## src/rtl/can_drv_pkg.sv

```systemverilog
package can_drv_pkg;

  // Operating mode encoding on modeSel
  typedef enum logic [1:0] {
    MODE_FAST     = 2'b00,
    MODE_SLOPE    = 2'b01,
    MODE_STBY     = 2'b10,
    MODE_STBY_ALT = 2'b11
  } modeSel_e;

  // Supply gating state
  typedef enum logic [1:0] {
    PWR_OFF      = 2'b00,
    PWR_WAIT_REC = 2'b01,
    PWR_ON       = 2'b10
  } pwrState_e;

  // Strobes from control to datapath
  typedef struct packed {
    logic txArmed;  // transmitter may drive when data is dominant
    logic hiZ;      // pins held in high impedance
  } ctrlStrobe_t;

endpackage

```

## src/rtl/can_drv_datapath.sv

```systemverilog
module can_drv_datapath
  import can_drv_pkg::*;
#(
  parameter int TIMEOUT_CYC = 250000,
  parameter int SYNC_STAGES = 2
) (
  input  logic        clk,
  input  logic        rst,
  input  logic        txdIn,
  input  ctrlStrobe_t strobe,
  output logic        txdLevel,
  output logic        drvEnable
);

  localparam int CNT_W = $clog2(TIMEOUT_CYC + 1);
  localparam logic [CNT_W-1:0] CNT_MAX = CNT_W'(TIMEOUT_CYC);

  logic [SYNC_STAGES-1:0] syncReg;
  logic [CNT_W-1:0]       domCnt;
  logic                   timedOut;

  // Synchroniser chain, reset to recessive
  always_ff @(posedge clk) begin
    if (rst) begin
      syncReg <= '1;
    end else begin
      syncReg <= {syncReg[SYNC_STAGES-2:0], txdIn};
    end
  end

  assign txdLevel = syncReg[SYNC_STAGES-1];

  // Dominant duration counter: cleared by recessive, saturates at limit
  always_ff @(posedge clk) begin
    if (rst) begin
      domCnt <= '0;
    end else if (txdLevel) begin
      domCnt <= '0;
    end else if (domCnt != CNT_MAX) begin
      domCnt <= domCnt + 1'b1;
    end
  end

  assign timedOut  = (domCnt == CNT_MAX);
  assign drvEnable = strobe.txArmed & ~txdLevel & ~timedOut;

endmodule

```

## src/rtl/can_drv_ctrl.sv

```systemverilog
module can_drv_ctrl
  import can_drv_pkg::*;
(
  input  logic        clk,
  input  logic        rst,
  input  logic [1:0]  modeSel,
  input  logic        supplyAboveHigh,
  input  logic        supplyBelowLow,
  input  logic        txdLevel,
  output ctrlStrobe_t strobe,
  output logic        rxLowPower
);

  pwrState_e pwrState, pwrNext;
  logic      standby;

  assign standby = (modeSel == MODE_STBY) || (modeSel == MODE_STBY_ALT);

  always_comb begin
    pwrNext = pwrState;
    if (supplyBelowLow) begin
      pwrNext = PWR_OFF;
    end else begin
      case (pwrState)
        PWR_OFF: begin
          if (supplyAboveHigh) pwrNext = txdLevel ? PWR_ON : PWR_WAIT_REC;
        end
        PWR_WAIT_REC: begin
          if (txdLevel) pwrNext = PWR_ON;
        end
        PWR_ON:  pwrNext = PWR_ON;
        default: pwrNext = PWR_OFF;
      endcase
    end
  end

  always_ff @(posedge clk) begin
    if (rst) pwrState <= PWR_OFF;
    else     pwrState <= pwrNext;
  end

  assign strobe.txArmed = (pwrState == PWR_ON) & ~standby;
  assign strobe.hiZ     = (pwrState != PWR_ON);
  assign rxLowPower     = standby;

endmodule

```

## src/rtl/can_drv_enable.sv

```systemverilog
module can_drv_enable
  import can_drv_pkg::*;
#(
  parameter int TIMEOUT_CYC = 250000,
  parameter int SYNC_STAGES = 2
) (
  input  logic       clk,
  input  logic       rst,
  input  logic       txdIn,
  input  logic [1:0] modeSel,
  input  logic       supplyAboveHigh,
  input  logic       supplyBelowLow,
  input  logic       busRxIn,
  output logic       drvEnable,
  output logic       drvHiZ,
  output logic       rxLowPower,
  output logic       rxdOut
);

  ctrlStrobe_t strobe;
  logic        txdLevel;

  can_drv_ctrl u_ctrl (
    .clk             (clk),
    .rst             (rst),
    .modeSel         (modeSel),
    .supplyAboveHigh (supplyAboveHigh),
    .supplyBelowLow  (supplyBelowLow),
    .txdLevel        (txdLevel),
    .strobe          (strobe),
    .rxLowPower      (rxLowPower)
  );

  can_drv_datapath #(
    .TIMEOUT_CYC (TIMEOUT_CYC),
    .SYNC_STAGES (SYNC_STAGES)
  ) u_dp (
    .clk       (clk),
    .rst       (rst),
    .txdIn     (txdIn),
    .strobe    (strobe),
    .txdLevel  (txdLevel),
    .drvEnable (drvEnable)
  );

  assign drvHiZ = strobe.hiZ;
  assign rxdOut = busRxIn;

endmodule

```

## config.mk

```make
export PLATFORM = sky130hd
export DESIGN_NAME = can_drv_enable
export DESIGN_NICKNAME = d
export VERILOG_FILES = /design/src/rtl/can_drv_pkg.sv /design/src/rtl/can_drv_datapath.sv /design/src/rtl/can_drv_ctrl.sv /design/src/rtl/can_drv_enable.sv
export SDC_FILE = /design/constraint.sdc
export NUM_CORES = 1
export LEC_CHECK = 0
export ABC_AREA = 1
export CAP_MARGIN = 10
export CORE_AREA = 3 3 75 77
export DETAILED_ROUTE_END_ITERATION = 10
export DIE_AREA = 0 0 78 80
export DONT_BUFFER_PORTS = 1
export GPL_TIMING_DRIVEN = 0
export PLACE_DENSITY_LB_ADDON = 0.15
export SYNTH_ARGS = -nofsm -noshare
export SYNTH_HDL_FRONTEND = slang
export SYNTH_SLANG_ARGS = --single-unit
```

## constraint.sdc

```tcl
create_clock -name clk -period 1.6 [get_ports clk]
set_clock_uncertainty 0.1 [all_clocks]
set_input_delay 0.24 -clock clk [delete_from_list [all_inputs] [get_ports clk]]
set_output_delay 0.24 -clock clk [all_outputs]
set_load 0.03 [all_outputs]
```

======== Yosys cells after proc, flatten, opt, wreduce, memory -nomap -nowiden ========
Cells that the tools add are included.
word-level totals
  register bits ........................... 22
  latch bits .............................. 0
  memory bits (read-only) ................. 0
  bits in writable memories ............... 0
  logic and storage cells ................. 28
  memories kept ........................... 0
operators by class
  reductions and logical operators ........ 5
  $add $sub $neg .......................... 1
  order comparisons ....................... 0
  bitwise gates (word level) .............. 6
  equal/unequal tests ..................... 9
  multipliers ............................. 0
  divide/modulo/power cells ............... 0
  shift operators ......................... 0
  multiplexer cells ....................... 4
operator list
  operator                                        count
  adder 18 x 1 -> 18 bit (second input constant)  1
  == test 18 bit (second input constant)          1
  != test 18 bit (second input constant)          1
  == test 2 bit (second input constant)           3
  2-to-1 mux 2 bit                                3
  one-hot mux 2 bit (3 select lines)              1
  != test 2 bit (second input constant)           2
  OR reduction 2 bit                              2
  bitwise AND 1 bit                               3
  NOT 1 bit                                       3
  == test 2 x 1 -> 1 bit (second input constant)  1
  logical NOT 2 bit                               1
  != test 2 x 1 -> 1 bit (second input constant)  1
  AND reduction 2 bit                             1
  logical OR 1 bit                                1

======== Logic depth before layout (Yosys ltp) ========
Gate-level depths: netlist (run 1).
  depth after elaboration ................. 6
  depth in mapped cells ................... 8
  mapped depth without buffers ............ 8

======== Cells and area by module ========
A second synthesis (run 1) with hierarchy kept.
unflattened totals
  cells, all modules ...................... 196
  area total of the unflattened synthesis .. 1,298.7 um^2
modules (own cells, without submodules)
  module            area each (um^2)  instances  sequential area each (um^2)  cells an instance
  can_drv_datapath  1,088.5           1          400.4                        165
  can_drv_ctrl      202.7             1          40.0                         30
  can_drv_enable    7.5               1          0.0                          1

======== Worst setup path after synthesis (run 1) ========
OpenSTA, ideal clock, no wires.
  path kind ............................... flip-flop to output port
  start point ............................. register u_dp.domCnt[0]
  end point ............................... output drvEnable
  path slack .............................. -325 ps
  stages on the path, launching flop included .. 8
  required time ........................... 1,260 ps
  arrival time ............................ 1,585 ps
  cells stage by stage .................... dfxtp_1 -> inv_1 -> ha_1 -> nand3_1 -> nor2_2 -> nand3_1 -> clkinv_1 -> nor3_1
on the way
  word-level cells in the longest chain between the ends .. 3
ends and longest elaborated chain
  element                   line                    RTL
  start: declaration        can_drv_datapath.sv:19  logic [CNT_W-1:0] domCnt;
  start signal: assignment  can_drv_datapath.sv:40  domCnt <= domCnt + 1'b1;
  == test 18 bit            can_drv_datapath.sv:44  assign timedOut = (domCnt == CNT_MAX);
  NOT 1 bit                 can_drv_datapath.sv:45  assign drvEnable = strobe.txArmed & ~txdLevel & ~timedOut;
  bitwise AND 1 bit         can_drv_datapath.sv:45
  end: declaration          can_drv_enable.sv:14    output logic drvEnable,
Every way passes these cells.

======== Worst setup path in the final report (run 1) ========
Same ends and word-level chain as after synthesis.

==> results_dict.tcl, run 1 <==
set metrics [dict create \
    status "complete, but fails checks" \
    violations "setup timing" \
    power_frac_clock_pct 35.9 \
    diodes 0 \
    drtAntennaViolNets 0 \
    layout_commonest_cell "nand2_1" \
    fin_crit_ps 1661 \
    clock_tree.buffer_depth 2 \
    setup_slack_ps -61.46 \
    slew_headroom_pct 75.20 \
    max_freq_mhz 601.9 \
    wl_per_cell_um 10.82 \
    hold_path.class "input port to flop" \
    synth_top_area_share_pct 35.56 \
    area_delta_synth_final_pct 22.63 \
    final_cell_mix "nand2_1 (33), nor2_1 (24), inv_1 (17)" \
    cts_tree "built" \
    internal_power_uw 745.7 \
    setup_viol 1 \
    syn_area_um2 1239 \
    maxCapViolCount 0 \
    htree_levels 1 \
    nFillCells 574 \
    yosysSeqAreaShare_pct 35.56 \
    cp_max_fo 2 \
    synth_area_leaders "dfxtp_1 (36%), nand2_1 (10%), nor2_1 (7.6%)" \
    clkSlewWorstSetupHoldPaths_ps 80 \
    yosysUniqueCellTypes 28 \
    rsz0062_at_grt "yes" \
    synth.avg_cell_area_um2 6.959 \
    dieArea_um2 6240 \
    syn_inst 178 \
    grt_max_degree 12 \
    ys_warn_count 0 \
    yosysTopAreaCell "dfxtp_1" \
    drt-total-wl_mm 2.814 \
    grtUsageTotal_pct 9.983 \
    startpoint_type "flop" \
    start_util_pct 24.41 \
    combPwrFrac_pct 6.2 \
    drc 0 \
    crit_path_end_kind "primary output" \
    dp_cells 248 \
    p_per_area_nw_per_um2 634.9 \
    critical_path_class "flop to primary output" \
    hold_viol 0 \
    syn-num-nets 192 \
    ff_latch_area_um2 447.9 \
    via_per_inst 4.223 \
    vdd_drop_max_uv 197.6 \
    slew_violations 0 \
    root_buffer "clkbuf_8" \
    crit_arrival_ps 1320 \
    drive_above_1_share_pct 25.79 \
    first_pass_iters 4 \
    post-dp-hpwl_mm 2.031 \
    grt_pass1_vias 1058 \
    die_w_um 78 \
    swShare_pct 22.67 \
    placementRows 26 \
    final_cells 260 \
    antenna_found_initial 0 \
    clock-sinks 22 \
    ios 12 \
    clk_latency_ps 260 \
    multi_input_area_um2 759.5 \
    switching_power_uw 218.7 \
    grt-ovfl-total 0 \
    sequentialPowerShare_pct 57.9 \
    numPortBuffers 0 \
    leakagePower_nw 0.5143 \
    dr_total_vias 1098 \
    finalCritPeriodShare_pct 103.8 \
    place_ws_ps -115.1 \
    tightestPinTransition_ps 371.6 \
    nNetsFinal 206 \
    ys_ff_latch 22 \
    core_um2 5075 \
    gp_congestion 0.7256 \
    crit_required_ps 1260 \
    grt_pass1_wl_mm 4.885 \
    drt-initial-drc-count 36 \
    fp.dieH_um 80 \
    cts_made_buffers 3 \
]
[stage by stage]
stage / power, mW / utilization [%] / TNS (ps) / area (um^2) / hold slack (ps)
finish: 0.9644 / 29.93 / -61.46 / 1519 / 42.83
global route: 1.008 / 29.93 / -162.7 / 1519 / 50.89
CTS: 0.9791 / 29.07 / -199.2 / 1475 / 45.64
detailed placement: 0.6195 / 26.36 / -115.1 / 1338 / 248.5
global placement: 0.6201 / 26.36 / -128.8 / 1338 / 245.6
floorplan: 0.6115 / - / 0 / 1250 / 243.8
[state kept, by name (all words and copies together), names as in the netlist]
register         flops
u_dp.domCnt         18
u_dp.syncReg         2
u_ctrl.pwrState      2
[power by group through the flow]
stage	registers, mW	clock network [mW]	logic, mW
global route	0.559	0.382	0.0671
finish	0.558	0.346	0.0594
CTS	0.558	0.363	0.0581
detailed placement	0.571	0	0.0481
floorplan	0.570	0	0.0414
global placement	0.572	0	0.0483
[timing repair]
| item | 4_1_cts | 5_1_grt |
|---|---|---|
| gates resized for setup | 15 | 7 |
| setup buffers | 3 | 3 |
| pin swaps | 4 | 3 |
| endpoints found under the hold margin | 2 | 0 |
| setup endpoints to repair | 1 | 3 |
| hold buffers | 3 | 0 |
[final timing paths]
| kind | slack [ps] | end | from | cells past startpoint |
|---|---|---|---|---|
| worst min-delay path | 40 | u_dp.domCnt[11] | rst | 3 |
| worst max-delay path | -60 | drvEnable | u_dp.domCnt[0] | 7 |
| worst min register to register | 320 | u_dp.syncReg[1] | u_dp.syncReg[0] | 1 |
| worst max register to register | 70 | u_dp.domCnt[14] | u_dp.domCnt[0] | 7 |
[layer usage]
layer,vias up,wire length (um),track usage (%)
li1,594,-,-
met1,486,1399,12.51
met2,13,1298,16.61
met3,5,70,2.032
met4,0,45,4.196
met5,-,0,0
[worst max-delay path: stages, from the launching register on]
cell and delay [ps]:
dfxtp_2 340, inv_2 50, ha_4 150, nand3_4 80
nor2_4 50, nand3_4 70, inv_4 40, nor3_4 280
[cell usage after synthesis]
library cell / count
or2_2: 2
nand3_1: 9
ha_1: 6
nor2_1: 25
o22ai_1: 1
nand3b_1: 2
clkbuf_1: 1
nand2_1: 33
and2_1: 1
o211a_1: 1
o21ai_1: 2
a21oi_2: 1
nand3_2: 1
nor3_1: 2
nor2_4: 4
nand2_2: 3
inv_2: 4
a21oi_1: 16
inv_1: 20
buf_4: 1
dfxtp_1: 22
nand2_4: 1
o21ai_0: 9
nor3_2: 1
clkinv_1: 1
nand4_1: 4
nor2_2: 4
or2_1: 1
[area by class of cell]
type / count / share of cell area, %
Buffer: 2 / 0.7413
Clock buffer: 3 / 2.718
Inverter: 25 / 6.343
Multi-Input combinational cell: 129 / 50.00
Sequential cell: 22 / 29.49
Tap cell: 70 / 5.766
Timing Repair Buffer: 9 / 4.942
[logic make-up after synthesis]
group                      share of synthesized area (%)
and+or+nand+nor                                    36.97
DFF                                                35.56
AOI/OAI and AO/OA                                  12.93
buffers and inverters                              8.484
adders and majority gates                          6.060
(Power assumes the default switching activity.)
==> inputs of run 2 (changes only) <==
Settings changed: CORE_AREA 3 3 75 77 to 3 3 55 57, DIE_AREA 0 0 78 80 to 0 0 58 60.
==> results_dict.tcl, run 2 (same netlist as run 1, synthesis figures left out) <==
set metrics [dict create \
    core_um2 2522 \
    clock_tree.buffer_depth 2 \
    final_cell_mix "nand2_1 (33), nor2_1 (23), inv_1 (16), a21oi_1 (16), dfxtp_1 (15)" \
    drc 0 \
    first_pass_iters 4 \
    reg2reg_slack_ps 90 \
    critical_path_class "flop to primary output" \
    top_regs "u_dp.domCnt: 18 flops, u_ctrl.pwrState: 2 flops, u_dp.syncReg: 2 flops" \
    dieArea_um2 3480 \
    vdd_drop_max_uv 588.9 \
    cts_made_buffers 3 \
    dpl_cell_area_um2 1287 \
    path_cells "nor2_1 -> nand2_1 -> nor2_4 -> nand3_4 -> inv_4 -> nor3_4" \
    placementRows 18 \
    post-dp-hpwl_mm 1.906 \
    hold_viol 0 \
    gp_congestion 0.8726 \
    max_freq_mhz 576.1 \
    top_register "u_dp.domCnt" \
    holdCritStartpoint "supplyAboveHigh" \
    fin_area_um2 1468 \
    hold_end "u_ctrl.pwrState[0]" \
    rr_worst_depth 8 \
    htree_levels 1 \
    rsz0062_at_grt "yes" \
    fin_crit_ps 1736 \
    crit_path_end_kind "primary output" \
    clock-sinks 22 \
    slew_violations 0 \
    clk_latency_ps 310 \
    diodes 0 \
    via_per_inst 5.293 \
    setup_slack_ps -135.7 \
    hold_depth 2 \
    status "complete, but fails checks" \
    tns_ps -135.7 \
    hold_path.class "input port to flop" \
    drt-total-wl_mm 2.628 \
    p_per_area_nw_per_um2 597.1 \
    numPortBuffers 0 \
    fin_hold_ws_ps 146.3 \
    drive_above_1_share_pct 27.08 \
    setup_viol 1 \
    grt_max_degree 12 \
    drt-initial-drc-count 21 \
    fp.dieH_um 60 \
    crit_required_ps 1260 \
    die_w_um 58 \
    cts_tree "built" \
    path_delay_family "simple AND/OR/NAND/NOR gates" \
    startpoint_type "flop" \
    violations "setup timing" \
    drtAntennaViolNets 0 \
    power_uw 876.3 \
    path_buf_inv 1 \
    root_buffer "clkbuf_4" \
    largest_register_ffs 18 \
    tightestPinTransition_ps 351.7 \
    cpPeakStageDelay_ps 430 \
    antenna_found_initial 0 \
    clkSlewWorstSetupHoldPaths_ps 120 \
    nNetsFinal 208 \
    layout_commonest_cell "nand2_1" \
    area_delta_synth_final_pct 18.49 \
    r2r-end "u_dp.domCnt[12]" \
    grt_pass1_vias 1148 \
    ios 12 \
    maxCapViolCount 0 \
    slew_headroom_pct 76.48 \
    regToRegStartpoint "u_dp.domCnt[0]" \
    leakagePower_nw 0.5359 \
    grt_pass1_wl_mm 4.692 \
    dr_total_vias 1175 \
    grt-ovfl-total 0 \
    crit_arrival_ps 1400 \
    start_util_pct 49.11 \
    finalCritPeriodShare_pct 108.5 \
    cp_max_fo 5 \
    wl_per_cell_um 11.84 \
    slowest_stage "dfxtp_1" \
    grtUsageTotal_pct 17.66 \
]
## run 2: where the power goes
group / leakage, nW / internal [mW] / switching, mW
Clock: 0.0138 / 0.0881 / 0.166
Sequential: 0.182 / 0.554 / 0.00525
Combinational: 0.341 / 0.0256 / 0.0377
Total: 0.536 / 0.667 / 0.209
## run 2: stage by stage
step	utilization (%)	instances	setup WS, ps
after detailed placement	51.04	208	-123.5
after CTS	56.40	221	-245.4
final	58.18	222	-135.7
after global routing	58.18	222	-220.6
after floorplan	-	178	13.78
after global placement	51.04	208	-107.8
## run 2: cell type report
cell class	count	area (um^2)
fill	234	1055
timing repair buffer	11	92.59
buffer	2	11.26
clock buffer	3	22.52
inverter	25	96.34
multi-input combinational	129	758.2
sequential	22	449.2
tap	30	37.54
## run 2: routing by layer
metal / track usage, % / wire, um
met1: 19.05 / 1160
met2: 32.10 / 1317
met3: 4.752 / 111
met4: 7.947 / 39
met5: 0 / 0
## run 2: worst max path at each step
stage,start,end,slack (ps),cells after the start
2_1_floorplan,u_dp.domCnt[0],drvEnable,10,7
3_3_place_gp,u_dp.domCnt[0],drvEnable,-110,7
3_5_place_dp,u_dp.domCnt[0],drvEnable,-120,7
4_1_cts,u_dp.domCnt[1],drvEnable,-250,7
5_1_grt,u_dp.domCnt[0],drvEnable,-220,7
6_report,u_dp.domCnt[8],drvEnable,-140,6
## run 2: what timing repair did
item	CTS	global route
endpoints found under the hold margin	9	0
hold buffers	4	0
pin swaps	4	2
setup buffers	6	1
gates resized for setup	10	14
endpoints found under the setup margin	1	3
==> inputs of run 3 (changes only) <==
Settings changed: SLEW_MARGIN from default to 20.
Clock period 1.6 ns to 1.8 ns, I/O delays scaled along.
==> results_dict.tcl, run 3 (same netlist as run 1, synthesis figures left out) <==
set metrics [dict create \
    status "finished clean" \
    holdCritStartpoint "rst" \
    numPortBuffers 0 \
    slew_headroom_pct 76.45 \
    fin_crit_ps 1783 \
    first_pass_iters 4 \
    start_util_pct 49.11 \
    area_delta_synth_final_pct 17.68 \
    fin_hold_ws_ps 5.331 \
    nFillCells 247 \
    drc 0 \
    leakagePower_nw 0.5174 \
    grt-ovfl-total 0 \
    drt-total-wl_mm 2.652 \
    nNetsFinal 205 \
    grtUsageTotal_pct 17.47 \
    drive_above_1_share_pct 26.32 \
    startpoint_type "flop" \
    dr_total_vias 1152 \
    grt_pass1_wl_mm 4.719 \
    core_um2 2522 \
    hold_path.class "input port to flop" \
    gp_congestion 0.9187 \
    cts_made_buffers 3 \
    top_register "u_dp.domCnt" \
    layout_commonest_cell "nand2_1" \
    crit_start "u_dp.domCnt[0]" \
    diodes 0 \
    hold_viol 0 \
    cp_max_fo 3 \
    clock-sinks 22 \
    critical_path_class "flop to primary output" \
    antenna_found_initial 0 \
    cts_tree "built" \
    root_buffer "clkbuf_4" \
    dieArea_um2 3480 \
    ios 12 \
    maxCapViolCount 0 \
    setup_viol 0 \
    crit_arrival_ps 1410 \
    max_freq_mhz 560.9 \
    fp.dieH_um 60 \
    crit_path_end_kind "primary output" \
    drtAntennaViolNets 0 \
    power_uw 833.3 \
    grt_pass1_vias 1161 \
    drt-initial-drc-count 50 \
    via_per_inst 5.236 \
    rsz0062_at_grt "yes" \
    final_cell_mix "nand2_1 (33), nor2_1 (23), inv_1 (18)" \
    wl_per_cell_um 12.05 \
    tightestPinTransition_ps 352.1 \
    htree_levels 1 \
    regToRegStartpoint "u_dp.domCnt[0]" \
    slew_violations 0 \
    top_regs "u_dp.domCnt: 18 flops, u_ctrl.pwrState: 2 flops, u_dp.syncReg: 2 flops" \
    post-dp-hpwl_mm 1.903 \
    largest_register_ffs 18 \
    p_per_area_nw_per_um2 571.7 \
    vdd_drop_max_uv 406.4 \
    clkSlewWorstSetupHoldPaths_ps 130 \
    clk_latency_ps 320 \
    grt_max_degree 13 \
    placementRows 18 \
    crit_required_ps 1430 \
    die_w_um 58 \
    finalCritPeriodShare_pct 99.04 \
    clock_tree.buffer_depth 2 \
]
[run 3: per-layer routing]
metal  track usage (%)  share of wire, %
met5                 0                 0
met4             9.272               1.8
met1             21.00                45
met2             29.68                49
met3             3.024               4.3
[run 3: through the flow]
step	instance area (um^2)	std cells	setup WS (ps)	setup TNS (ps)	utilization, %
floorplan	1244	178	96.10	0	-
global placement	1281	208	-28.48	-28.48	50.79
detailed placement	1281	208	-49.78	-49.78	50.79
CTS	1419	220	-82.47	-82.47	56.25
global route	1458	220	-35.29	-35.29	57.79
finish	1458	220	17.23	0	57.79
[run 3: power by group]
| group | switching (mW) | internal [mW] | leakage [nW] | total (mW) |
|---|---|---|---|---|
| clock network | 0.162 | 0.124 | 0.0210 | 0.285 |
| registers | 0.00439 | 0.492 | 0.182 | 0.497 |
| logic | 0.0304 | 0.0209 | 0.314 | 0.0512 |
[run 3: timing repair]
item,4_1_cts,5_1_grt
gates cloned,0,0
hold buffers,3,0
pin swaps,4,2
endpoints found under the setup margin,1,1
resized for setup,11,13
endpoints found under the hold margin,2,0
setup buffers,5,0
[run 3: critical path: stages (launching register included)]
cell     delay [ps]
dfxtp_2         360
inv_2            50
ha_4            160
nand3_4          80
nor2_4           40
nand3_4          80
inv_4            40
nor3_4          280
[run 3: cell type report]
class | instances | area (um^2) | share of cell area (%)
well taps | 30 | 37.54 | 2.575
plain buffers | 2 | 11.26 | 0.7725
repair buffers | 8 | 67.56 | 4.635
flip-flops and latches | 22 | 451.7 | 30.99
inverters | 25 | 96.34 | 6.609
clock buffers | 4 | 36.28 | 2.489
multi-input cells | 129 | 757.0 | 51.93
[run 3: path summary, 6_finish.rpt]
kind | endpoint | slack [ps] | cells after the start
worst min register to register | u_dp.syncReg[1] | 330 | 1
worst max register to register | u_dp.domCnt[12] | 250 | 8
worst min-delay path | u_dp.domCnt[1] | 5 | 3
worst max-delay path | drvEnable | 20 | 7
